===== src/rtl/spi_cmd_engine.sv =====
module spi_cmd_engine #(
  parameter int NCS = 4,
  parameter int CW  = 16
) (
  input  logic              clk,
  input  logic              rst_n,
  input  logic              tick,
  input  logic              cmd_valid,
  input  logic [31:0]       cmd,
  input  logic [NCS*32-1:0] csmode,
  input  logic              tx_valid,
  input  logic [CW-1:0]     tx_data,
  output logic              tx_pop,
  output logic              rx_push,
  output logic [CW-1:0]     rx_data,
  input  logic              miso,
  output logic              sck,
  output logic              mosi,
  output logic [NCS-1:0]    cs_o,
  output logic              busy,
  output logic              done
);
  localparam int SW = (NCS > 2) ? 2 : 1;
  localparam int BW = $clog2(CW);

  typedef enum logic [2:0] {S_IDLE, S_PRE, S_LOAD, S_SHIFT, S_GAP, S_POST} st_t;

  st_t           st;
  logic [SW-1:0] sel;
  logic          rev, txonly;
  logic [BW-1:0] len, bidx, pos;
  logic [3:0]    aft;
  logic [4:0]    cg;
  logic [7:0]    skip;
  logic [15:0]   left;
  logic [5:0]    gcnt;
  logic [CW-1:0] txsh, rxsh;
  logic [SW-1:0] cmd_sel;
  logic [31:0]   mw;
  logic [NCS-1:0] pol, act;
  logic          unused_bits;

  assign cmd_sel = cmd[30 +: SW];
  assign mw      = csmode[int'(cmd_sel)*32 +: 32];
  assign pos     = rev ? (len - bidx) : bidx;
  assign busy    = (st != S_IDLE);
  assign tx_pop  = (st == S_LOAD) && tx_valid;
  assign mosi    = (st == S_SHIFT) && txsh[pos];
  assign rx_data = rxsh;
  assign unused_bits = ^{cmd[29:28], cmd[26:24], csmode};

  for (genvar i = 0; i < NCS; i++) begin : g_cs
    assign pol[i]  = csmode[i*32+20];
    assign act[i]  = busy && (int'(sel) == i);
    assign cs_o[i] = act[i] ^ pol[i];
  end

  always_ff @(posedge clk or negedge rst_n) begin
    if (!rst_n) begin
      st <= S_IDLE; sel <= '0; rev <= 1'b0; txonly <= 1'b0;
      len <= '0; aft <= '0; cg <= '0; skip <= '0; left <= '0;
      gcnt <= '0; txsh <= '0; rxsh <= '0; bidx <= '0;
      sck <= 1'b0; rx_push <= 1'b0; done <= 1'b0;
    end else begin
      rx_push <= 1'b0;
      done    <= 1'b0;
      case (st)
        S_IDLE: if (cmd_valid) begin
          sel    <= cmd_sel;
          rev    <= mw[29];
          len    <= BW'(mw[19:16]);
          aft    <= mw[11:8];
          cg     <= mw[7:3];
          txonly <= cmd[27];
          skip   <= cmd[23:16];
          left   <= cmd[15:0];
          gcnt   <= {1'b0, mw[15:12], 1'b0};
          st     <= S_PRE;
        end
        S_PRE, S_GAP, S_POST: begin
          if (gcnt == 6'd0) begin
            if (st == S_POST) begin
              st   <= S_IDLE;
              done <= 1'b1;
            end else begin
              st <= S_LOAD;
            end
          end else if (tick) begin
            gcnt <= gcnt - 6'd1;
          end
        end
        S_LOAD: if (tx_valid) begin
          txsh <= tx_data;
          rxsh <= '0;
          bidx <= '0;
          st   <= S_SHIFT;
        end
        S_SHIFT: if (tick) begin
          if (!sck) begin
            sck       <= 1'b1;
            rxsh[pos] <= miso;
          end else begin
            sck <= 1'b0;
            if (bidx == len) begin
              if (skip != 8'd0) skip <= skip - 8'd1;
              else if (!txonly) rx_push <= 1'b1;
              if (left == 16'd0) begin
                st   <= S_POST;
                gcnt <= {1'b0, aft, 1'b0};
              end else begin
                left <= left - 16'd1;
                if (cg != 5'd0) begin
                  st   <= S_GAP;
                  gcnt <= {cg, 1'b0};
                end else begin
                  st <= S_LOAD;
                end
              end
            end else begin
              bidx <= bidx + 1'b1;
            end
          end
        end
        default: st <= S_IDLE;
      endcase
    end
  end

  a_r1_idle_lines: assert property (@(posedge clk) disable iff (!rst_n)
    !busy |-> (cs_o == pol) && !sck);
  a_r2_single_cs: assert property (@(posedge clk) disable iff (!rst_n)
    $countones(cs_o ^ pol) <= 1);
  a_r2_sel_held: assert property (@(posedge clk) disable iff (!rst_n)
    (busy && $past(busy)) |-> $stable(cs_o));
  a_r3_push_on_fall: assert property (@(posedge clk) disable iff (!rst_n)
    rx_push |-> !sck && $past(sck));
  a_r6_txonly_silent: assert property (@(posedge clk) disable iff (!rst_n)
    (busy && txonly) |-> !rx_push);
  a_r11_stall_low: assert property (@(posedge clk) disable iff (!rst_n)
    (st == S_LOAD && !tx_valid) |=> !sck && $stable(mosi));
  a_r12_done_idle: assert property (@(posedge clk) disable iff (!rst_n)
    done |-> !busy && $past(busy));
endmodule


===== config.mk =====
export PLATFORM = sky130hd
export DESIGN_NAME = spi_cmd_engine
export DESIGN_NICKNAME = d
export VERILOG_FILES = /design/src/rtl/spi_cmd_engine.sv
export SDC_FILE = /design/constraint.sdc
export NUM_CORES = 1
export LEC_CHECK = 0
export BUFFER_PORTS_ARGS = -buffer_cell sky130_fd_sc_hd__buf_2
export CAP_MARGIN = 40
export CORE_MARGIN = 5
export CORE_UTILIZATION = 45
export CTS_BUF_LIST = sky130_fd_sc_hd__clkbuf_8
export CTS_CLUSTER_DIAMETER = 50
export DETAILED_ROUTE_END_ITERATION = 8
export GPL_TIMING_DRIVEN = 0
export PLACE_DENSITY = 0.77
export RECOVER_POWER = 100
export SYNTH_ARGS = -nofsm -noshare
export SYNTH_HDL_FRONTEND = slang
export SYNTH_SLANG_ARGS = --single-unit

===== constraint.sdc =====
create_clock -name clk -period 4.4 [get_ports clk]
set_clock_uncertainty 0.05 [all_clocks]
set_input_delay 0.66 -clock clk [delete_from_list [all_inputs] [get_ports clk]]
set_output_delay 0.66 -clock clk [all_outputs]
set_load 0.01 [all_outputs]

Word-level counts from Yosys, hierarchy flattened
Index checks and enable logic that the tools add are counted.
{"block": "word_totals", "reg_bits": 89, "out_inout_bits": 26, "wordCells": 133}
{"block": "classes", "add_sub_neg": 5, "n_lt_le_gt_ge": 2, "n_eq_ne": 22, "shifts": 1, "mux": 56, "bitwise_logic": 4, "reduce_logical": 27}
{"operator": "16-bit two-way mux", "count": 8}
{"operator": "128-bit by 8-bit indexed part select with 30-bit output", "count": 1}
{"operator": "16-bit case mux with 2 select lines", "count": 2}
{"operator": "6-bit two-way mux", "count": 8}
{"operator": "8-bit two-way mux", "count": 5}
{"operator": "3-bit two-way mux", "count": 8}
{"operator": "4-bit two-way mux", "count": 5}
{"operator": "2-bit != test, second input constant", "count": 10}
{"operator": "6-bit case mux with 3 select lines", "count": 1}
{"operator": "6-bit AND reduction", "count": 3}
{"operator": "16-bit bitwise mux", "count": 1}
{"operator": "16-bit logical NOT", "count": 1}
{"operator": "8-bit case mux with 2 select lines", "count": 1}
{"operator": "16-bit by 1-bit subtractor with 16-bit output, second input constant", "count": 1}
{"operator": "1-bit two-way mux", "count": 12}
{"operator": "3-bit case mux with 4 select lines", "count": 1}
{"operator": "4-bit case mux with 2 select lines", "count": 1}
{"operator": "8-bit AND reduction", "count": 1}
{"operator": "8-bit nonzero test", "count": 1}
{"operator": "8-bit by 1-bit subtractor with 8-bit output, second input constant", "count": 1}
{"operator": "1-bit logical AND", "count": 7}
{"operator": "3-bit by 2-bit equality test with 1-bit output, second input constant", "count": 2}
{"operator": "3-bit equality test, second input constant", "count": 2}
{"operator": "6-bit logical NOT", "count": 1}
{"operator": "other kinds (24)", "count": 33}

Depth between registers and ports, before layout
Gate-level depths: netlist (run 1).
{"block": "logic_depth", "depth_word": 10, "depth_mapped": 10, "depth_no_buf": 9}

Worst setup path before layout (run 1)
Ideal clock, no wire load.
{"block": "synth_timing", "kind": "register to output", "startpoint": "reg bidx[0]", "endpoint": "out mosi", "arrival_ns": 2.362, "required_ns": 3.690, "setup_slack_ns": 1.328, "stages_incl_launch_ff": 9, "path_buffers": 0, "cell_sequence": "dfrtp_1 ha_1 inv_1 fa_1 xnor2_1 a211o_1 a211oi_1 or4_1 o22ai_1"}
{"block": "synth_via", "elab_chain_cells": 5}
{"element": "start, declared", "line_no": "31", "rtl": "logic [BW-1:0] len, bidx, pos;"}
{"element": "start signal, assigned", "line_no": "120", "rtl": "bidx <= bidx + 1'b1;"}
{"element": "4-bit subtractor", "line_no": "45", "rtl": "assign pos = rev ? (len - bidx) : bidx;"}
{"element": "4-bit two-way mux (*)", "line_no": "45"}
{"element": "1-bit binary-select mux with 4-bit select (*)", "line_no": "48", "rtl": "assign mosi = (st == S_SHIFT) && txsh[pos];"}
{"element": "1-bit two-way mux (not written as such) (*)", "line_no": "48"}
{"element": "1-bit logical AND (*)", "line_no": "48"}
{"element": "end, declared", "line_no": "18", "rtl": "output logic mosi,"}
Mark *: on every way between the ends. The rest lies on a longest branch, timed or not. The select of a mux whose other input is x is not followed.

Worst setup path in the final report (run 1)
{"block": "layout_timing", "startpoint": "reg bidx[2]", "endpoint": "out mosi"}
The elaborated chain is that of the path after synthesis.

==> results of run 1 <==
==> through the flow <==
stage / setup WS [ps] / power (mW) / area [um^2] / util [%] / std cells
2_1_floorplan: 1330 / 3.25 / 5640 / - / 611
3_3_place_gp: 927 / 3.87 / 6600 / 52.9 / 931
3_5_place_dp: 923 / 3.94 / 6630 / 53.2 / 932
4_1_cts: 511 / 4.47 / 6800 / 54.6 / 948
5_1_grt: 202 / 4.81 / 6720 / 53.9 / 948
6_report: 474 / 4.44 / 6720 / 53.9 / 948
==> critical path: cells and delay by family, from the launching register on <==
kind,cells,cell delay [ps]
simple gates,2,210
mux,1,450
flops,1,450
compound gates,2,540
buf+inv,4,940
fa+ha+maj,1,270
==> power by group <==
part | leakage [nW] | switching (mW) | internal, mW | total, mW
clock | 0.0991 | 0.294 | 0.230 | 0.524
combinational | 1.72 | 1.43 | 1.00 | 2.43
sequential | 1.12 | 0.321 | 1.16 | 1.48
==> final timing paths <==
check	from	endpoint	slack (ps)	cells past startpoint
max in group asynchronous	rst_n	gcnt[0]	1400	2
setup / recovery	bidx[2]	mosi	470	10
setup reg to reg	st[1]	left[3]	1330	9
hold / removal	txsh[10]	txsh[10]	430	2
min in group asynchronous	rst_n	txsh[2]	700	1
hold reg to reg	txsh[10]	txsh[10]	430	2
==> layout make-up <==
cell class	instances	area share, %
plain buffers	40	2.46
clock inverters	5	0.354
multi-input cells	465	47.0
inverters	17	0.950
repair buffers	149	10.6
clock buffers	11	2.25
flip-flops and latches	89	33.1
well taps	172	3.20
==> cells by family (layout without fill, tap and decap cells) <==
kind of cell               Yosys count  after routing
xor gates and xnor gates            13             13
AOI/OAI and AO/OA                  153            153
adders and majority gates           10             10
and+or+nand+nor                    245            245
buffers and inverters               57            222
DFF                                 89             89
muxes                               44             44
==> flip-flops by register name, summed over array words and instances, names as in the netlist <==
| register | flops |
|---|---|
| left | 16 |
| rx_data | 16 |
| txsh | 16 |
| skip | 8 |
| gcnt | 6 |
| cg | 5 |
| aft | 4 |
| bidx | 4 |
| len | 4 |
| st | 3 |
| sel | 2 |
| done | 1 |
| rev | 1 |
| rx_push | 1 |
| sck | 1 |
| txonly | 1 |
==> metal layers <==
layer  up-vias  global-route usage [%]
met1      2572                    29.3
met4         2                    5.74
met5         -                       0
met3        18                    4.60
li1       2583                       -
met2       214                    33.1
==> synth_stat cells (2+ instances only) <==
cell type  instances  area (um^2)
o32ai_1            2         17.5
or3_1              3         18.8
o21ai_0           29          145
and4_1             2         17.5
o2111ai_1          2         17.5
buf_1              2         7.51
o31ai_1            2         15.0
nor3b_1            6         45.0
nor3_1            23          115
o2111a_1           2         22.5
xnor2_1            7         61.3
or4_1              4         30.0
nor2b_1            3         18.8
a21o_1             3         22.5
nand4_1            4         25.0
nand3_1           26          130
a22o_1             4         35.0
inv_1             16         60.1
a21oi_1           32          160
and2_1             2         12.5
a31oi_1            5         31.3
a211o_1            2         17.5
a211oi_1          11         82.6
a22oi_1            8         60.1
mux4_2            18          405
o211ai_1           5         37.5
xor2_1             6         52.6
mux2_2            23          259
nor2_1            30          113
a31o_2             3         26.3
dfrtp_1           89         2230
mux2i_1            2         20.0
buf_2              9         45.0
o2bb2ai_1          8         70.1
and3b_1            3         26.3
nand2b_1           9         56.3
ha_1               9          113
and3_1            12         75.1
nand2_1          100          375
o22ai_1           20          125
nor4_1             8         50.1
clkbuf_1          27          101
o21bai_1           2         15.0
==> run summary, run 1 <==
Clock tree synthesis selected as its root buffer the cell clkbuf_8. The headroom to the max-slew limit was -17.1%. 0 antenna diodes ended up in the layout. The sequential area share after synthesis was 39.5%; the fraction of registers with async set/reset was 100%.

In this run the vertical extent of the chip is 122 um. The first global-routing pass estimated 25200 um of wire. The final layout contains 963 nets. The number of detailed-route iterations in the first pass was 7. Among all flip-flop cells after synthesis, the most frequent one is dfrtp_1. Averaged over all synthesized cells, the footprint is 9.23 um^2. The tools report the remaining design rule violation count as 0. Path type of the worst min-delay path: register to register. The number of antenna violations at the first check in global routing was 1; the core footprint was 12500 um^2. The area of the mapped netlist was 5640 um^2. In this run the power density over the cells is 661 nW/um^2.

The number of synthesized register bits came out at 89. The number of clock buffers inserted by TritonCTS is 9, and the hold buffer count at CTS is 0. The detail route stage leaves a number of antenna-violating nets equal to 0. The data required time at the worst endpoint is 3690 ps. Setup repair after global routing left no endpoint under its margin. The gate count of the mapped netlist was 611. In this run the deepest clock path goes through 2 buffers. For the pin with the worst max-slew slack, the measured transition is 1760 ps. In the final routing, the length of wire on met1 measures 7190 um. The worst setup path is of the register to output pin kind. The final HPWL from detailed placement is 12000 um, and the clock input transition at the sequential cells of the worst setup and hold paths is 90 ps. The logs give 1207 for the number of fill cells and 45.3% for the effective utilization at floorplan. Post-CTS repair changed the size of 0 cells. After Yosys synthesis, full adders, half adders and majority gates account for 2.35% of the synthesized area. Counting every net in the synthesized netlist gives 803. Across the VDD grid, the largest voltage drop is 0.000253 V. The logs give 255 MHz for the maximum clock frequency and 1 for the max-capacitance violation count. Clock tree synthesis found a total of 89 sinks.

In the final routed layout, each cell accounts on average for 16.6 um. In this run the tool buffered the top-level ports with 148 buffer cells. Counting flops with a built-in enable in the synthesized netlist gives 0. In this run, the number of DRC markers left after iteration 0 of detailed routing was 511. Summed over all cells, the static leakage comes to 2.93 nW. The multi-input combinational cells in the finished layout cover a total of 3160 um^2.

The post-synthesis compound-gate area fraction is 18.1%. The run gives 5168 as the via count of the first global-routing pass. Dividing the detail-routed via count by the number of cells gives 5.68. Top-level I/O count: 208. By area, the combinational part of the netlist is dominated by simple AND/OR/NAND/NOR gates.

The final reports fail on max-capacitance violations, max-slew violations. In the final layout, flip-flops and latches occupy 2230 um^2. After Yosys synthesis, XOR and XNOR cells account for 2.02% of the synthesized area.

STA classifies the critical path endpoint as an output pin. Setup violations remaining at the end of the flow were counted as 0. For this run, the slowest stage of the critical path takes 450 ps.

For the worst-skew pair, the clock arrives at the later sink with an insertion delay of 360 ps. At the end of routability-driven placement, the weighted congestion stood at 0.882. The run gives 430 ps as the post-route worst hold slack. The flow ran to the end, but the final reports show violations. During synthesis, Yosys emitted a total of 0 warnings. The library cells used most frequently in the layout, excluding fill and tap cells, are buf_2 (127), nand2_1 (100), dfrtp_1 (89). Largest driver fanout on the critical path: 10. The worst setup path is launched from a register. The tools report the total number of placement rows as 41. The die covers 14900 um^2.

The die is 122 um wide. The logs give 0 ps for the sum of negative setup slack and 7310 um for the met2 wirelength from detailed routing. The max-slew violation count was 35. The library cell used most frequently in the layout, excluding fill and tap cells, is buf_2. In this run the top signal layer used is met5. The logs give 57 for the largest net degree at the start of global routing and 5389 for the vias after detailed routing. Summed over all layers, the routed wires come to 15800 um. TritonCTS built the clock tree.

The global routing usage summed across all routing layers is 21.0%. The slowest stage of the critical path is the dfrtp_1 cell. The share of final-layout standard cells stronger than drive strength 1 is 24.6%, and the setup fix buffers added after clock tree synthesis is 0. The library cell appearing most often on the critical path was clkbuf_1. For the number of different library cells in the post-synthesis netlist, the log shows 71. At the worst endpoint, the arrival time is 3220 ps.

The tools report the routed wire length on met3 as 1030 um. Synthesis-to-finish area growth: 19.1%. After layout, the worst path uses 89.2% of the clock period. After global routing the overflow that remains totals 0. The critical path goes through inv_1 -> ha_1 -> clkbuf_1 -> nand2_1 -> o21ai_0 -> mux2i_1 -> clkbuf_1 -> nand3_1 -> o22ai_1 -> clkbuf_1. The shortest period the worst path allows works out to 3930 ps.

The fraction of synthesized area in multiplexers is 12.4%, and the number of H-tree levels is 3. The total count of hold-check failures in the final report came out at 0. After Yosys synthesis, and, or, nand and nor cells account for 21.4% of the synthesized area.
(Power assumes the default switching activity.)
==> run 2, diff against run 1 <==
--- a/config.mk
+++ b/config.mk
@@ -6,7 +6,7 @@
 export NUM_CORES = 1
 export LEC_CHECK = 0
 export BUFFER_PORTS_ARGS = -buffer_cell sky130_fd_sc_hd__buf_2
-export CAP_MARGIN = 40
+export CAP_MARGIN = 20
 export CORE_MARGIN = 5
 export CORE_UTILIZATION = 45
 export CTS_BUF_LIST = sky130_fd_sc_hd__clkbuf_8
@@ -14,7 +14,6 @@
 export DETAILED_ROUTE_END_ITERATION = 8
 export GPL_TIMING_DRIVEN = 0
 export PLACE_DENSITY = 0.77
-export RECOVER_POWER = 100
 export SYNTH_ARGS = -nofsm -noshare
 export SYNTH_HDL_FRONTEND = slang
 export SYNTH_SLANG_ARGS = --single-unit
==> run 2 against run 1 <==
Effect of this change:
- the flow now finishes without violations
- hold slack got worse by 240 ps
- combinational power is 2% higher
- core utilization up 0.67 points
- wire length shrank 0.37%
- global-route usage stayed put
- flip-flop and latch count unchanged
- clock-buffer cell count unchanged
- power rose by 0.91%
- via count down 0.33%
- critical endpoint unchanged
==> run summary, run 2 (synthesis gave the netlist of run 1 again) <==
The run finished with clean final reports. Die span in x: 122 um (unchanged). The core footprint was 12500 um^2 (unchanged).

The tools report the routability congestion estimate from global placement as 0.882 (unchanged). Transition time of the tightest slew-check pin: 770 ps (was 1760 ps). Remaining design rule violation count: 0 (unchanged). The worst setup slack after placement is 923 ps (unchanged), and the maximum clock frequency is 253 MHz (was 255 MHz).

The met3 routing resource usage after global routing was 4.60% (unchanged); the final-report setup violation count was 0 (unchanged). The static leakage power was 3.07 nW (was 2.93 nW); the number of antenna violations at the first check in global routing was 1 (unchanged). The busiest metal layer after global routing was met2 (unchanged). Ratio of total power to cell area: 659 nW/um^2 (was 661 nW/um^2). The overall overflow remaining after global route is 0 (unchanged), and the clock input transition at the sequential cells of the worst setup and hold paths is 90 ps (about the same). Library cell appearing most often on the critical path: clkbuf_1 (unchanged).

The mean routed wirelength per cell is 16.6 um (about the same), and the sum of negative setup slack is 0 ps (unchanged). The run gives 3240 ps (was 3220 ps) as the endpoint arrival time on the critical path. The portion of the clock cycle consumed by the worst path in the final layout was 89.7% (was 89.2%). TritonCTS built the clock tree. For the top-level I/O count, the log shows 208 (unchanged).

The number of buffers on the longest clock path is 2 (unchanged), and the count of buffers inserted at the top-level ports is 148 (unchanged). Number of cells upsized or downsized after cts: 0 (unchanged). The highest cell delay on the worst timing path was 460 ps (was 450 ps); the setup fix buffers added after clock tree synthesis was 0 (unchanged).

The tools report the number of detailed-route iterations in the first pass as 5 (was 7). CP Cell Sequence: inv_1 -> ha_1 -> clkbuf_1 -> nand2_1 -> o21ai_0 -> mux2i_1 -> clkbuf_1 -> nand3_1 -> o22ai_1 -> buf_2 (was inv_1 -> ha_1 -> clkbuf_1 -> nand2_1 -> o21ai_0 -> mux2i_1 -> clkbuf_1 -> nand3_1 -> o22ai_1 -> clkbuf_1). The tools report the clock net sink count as 89 (unchanged). The clock share of power came out at 11.7% (was 11.8%). The area of the die is 14900 um^2 (unchanged), and the global routing usage summed across all routing layers is 21.0% (unchanged).

Setup repair after global routing left no endpoint under its margin. Hold buffer count at CTS: 0 (unchanged). The tools report the category of the worst setup path launch point as a register (unchanged). Switching share of power: 45.6% (was 46.1%). Type of the worst setup path: register to output pin (unchanged).

The met1 capacity usage during global routing is 29.3% (unchanged). The tools report the number of antenna cells inserted as 0 (unchanged). End of the critical path: mosi (unchanged). The total length of routed wires was 15700 um (was 15800 um).

The fraction of power consumed by sequential logic is 33.1% (was 33.4%), and the share of final-layout standard cells stronger than drive strength 1 is 29.1% (was 24.6%). Critical path launch point: bidx[2] (unchanged). The logic depth of the worst register-to-register path was 9 (unchanged); the number of fill cells was 1192 (was 1207).

The run gives 5371 (was 5389) as the vias after detailed routing. The internal power component was 2.44 mW (was 2.40 mW). The tools report the end of the worst register-to-register path as rx_data[4] (was left[3]).

The number of H-tree levels was 3 (unchanged); the max-capacitance violation count was 0 (was 1). For the effective utilization at floorplan, the log shows 45.3% (unchanged). The largest driver fanout on the critical path came out at 10 (unchanged).

The path type of the worst min-delay path is input pin to async pin (was register to register). The total count of hold-check failures in the final report is 0 (unchanged). The total number of placement rows came out at 41 (unchanged). The tools report the highest ir drop seen on vdd as 0.000253 V (about the same). Top library cells by usage in the layout, fill and taps aside: buf_2 (156), nand2_1 (100), dfrtp_1 (89) (was buf_2 (127), nand2_1 (100), dfrtp_1 (89)). The largest net degree at the start of global routing is 57 (unchanged). The via density per instance was 5.67 (was 5.68).

The final worst setup slack was 455 ps (was 474 ps); the shortest period the worst path allows was 3950 ps (was 3930 ps). For the max-slew violation count, the log shows 0 (was 35). The final HPWL from detailed placement is 12000 um (unchanged), and the insertion delay to the later sink of the worst-skew pair is 360 ps (about the same). The tools report the number of clock buffers inserted by TritonCTS as 9 (unchanged). Total net switching power: 2.05 mW (about the same). The clock tree root buffer cell is clkbuf_8 (unchanged). The DRC violation total after the first TritonRoute iteration was 537 (was 511). The tools report the fraction of met2 tracks used by global routing as 33.1% (unchanged). Kind of capture point of the worst setup path: an output pin (unchanged). The headroom to the max-slew limit is 48.7% (was -17.1%).

The startpoint of the lowest-slack register-to-register path is bidx[2] (was st[1]). The via count of the first global-routing pass came out at 5168 (unchanged). The fraction of power consumed by combinational cells was 55.2% (was 54.8%); the global-route wire length before repair was 25200 um (unchanged). The most common cell after layout, fill and taps aside was buf_2 (unchanged). Die extent in y: 122 um (unchanged). The number of nets in the final layout came out at 963 (unchanged).

Critical-path cell with the highest stage delay: dfrtp_1 (unchanged). The tools report the number of nets with antenna violations after detailed routing as 0 (unchanged). The tools report the data required time at the worst endpoint as 3690 ps (about the same). For the register-to-register path setup slack, the log shows 1540 ps (was 1330 ps). The synthesis-to-finish area growth is 20.6% (was 19.1%).
==> run 2: changes by cell type in the layout (fill, tap and decap cells not counted), sizes merged <==
cell	delta
clkbuf	-32
buf	+32
==> run 2: per-stage QoR <==
stage          total power, mW  cell area (um^2)  util (%)  hold slack [ps]  instances
5_1_grt                   4.85              6800      54.6              220        948
6_report                  4.48              6800      54.6              188        948
2_1_floorplan             3.25              5640         -              314        611
3_5_place_dp              3.94              6630      53.2              409        932
4_1_cts                   4.47              6800      54.6              198        948
3_3_place_gp              3.87              6600      52.9              405        931
==> run 2: final cells by class <==
cell class	instances	area, um^2	area share (%)
inverters	17	63.8	0.938
clock inverters	5	23.8	0.349
flip-flops and latches	89	2230	32.7
repair buffers	149	771	11.3
multi-input cells	465	3180	46.7
well taps	172	215	3.16
clock buffers	11	151	2.23
plain buffers	40	173	2.54
==> run 2: worst max-delay path, delay by kind of cell, from the launching register on <==
family / cells / cell delay (ps)
fa+ha+maj: 1 / 270
simple gates: 2 / 210
flops: 1 / 460
compound gates: 2 / 560
mux: 1 / 460
buf+inv: 4 / 920
==> run 2: per-layer routing <==
layer  wire, um  share of wire, %
met2       7280                46
met3       1090               6.9
met1       7100                45
met4        235               1.5
met5         11             0.070
==> run 2: power by group through the flow <==
| stage | Combinational, mW | Clock, mW | Sequential, mW |
|---|---|---|---|
| after floorplan | 1.84 | 0 | 1.41 |
| after global placement | 2.39 | 0 | 1.48 |
| after detailed placement | 2.45 | 0 | 1.49 |
| after CTS | 2.46 | 0.534 | 1.48 |
| after global routing | 2.76 | 0.566 | 1.53 |
| final | 2.47 | 0.523 | 1.49 |
==> run 2: worst min path at each step <==
| stage | to | slack (ps) |
|---|---|---|
| 6_report | txsh[2] | 190 |
| 5_1_grt | txsh[2] | 220 |
| 4_1_cts | txsh[2] | 200 |
| 3_5_place_dp | txsh[10] | 410 |
| 3_3_place_gp | txsh[10] | 400 |
| 2_1_floorplan | aft[0] | 310 |
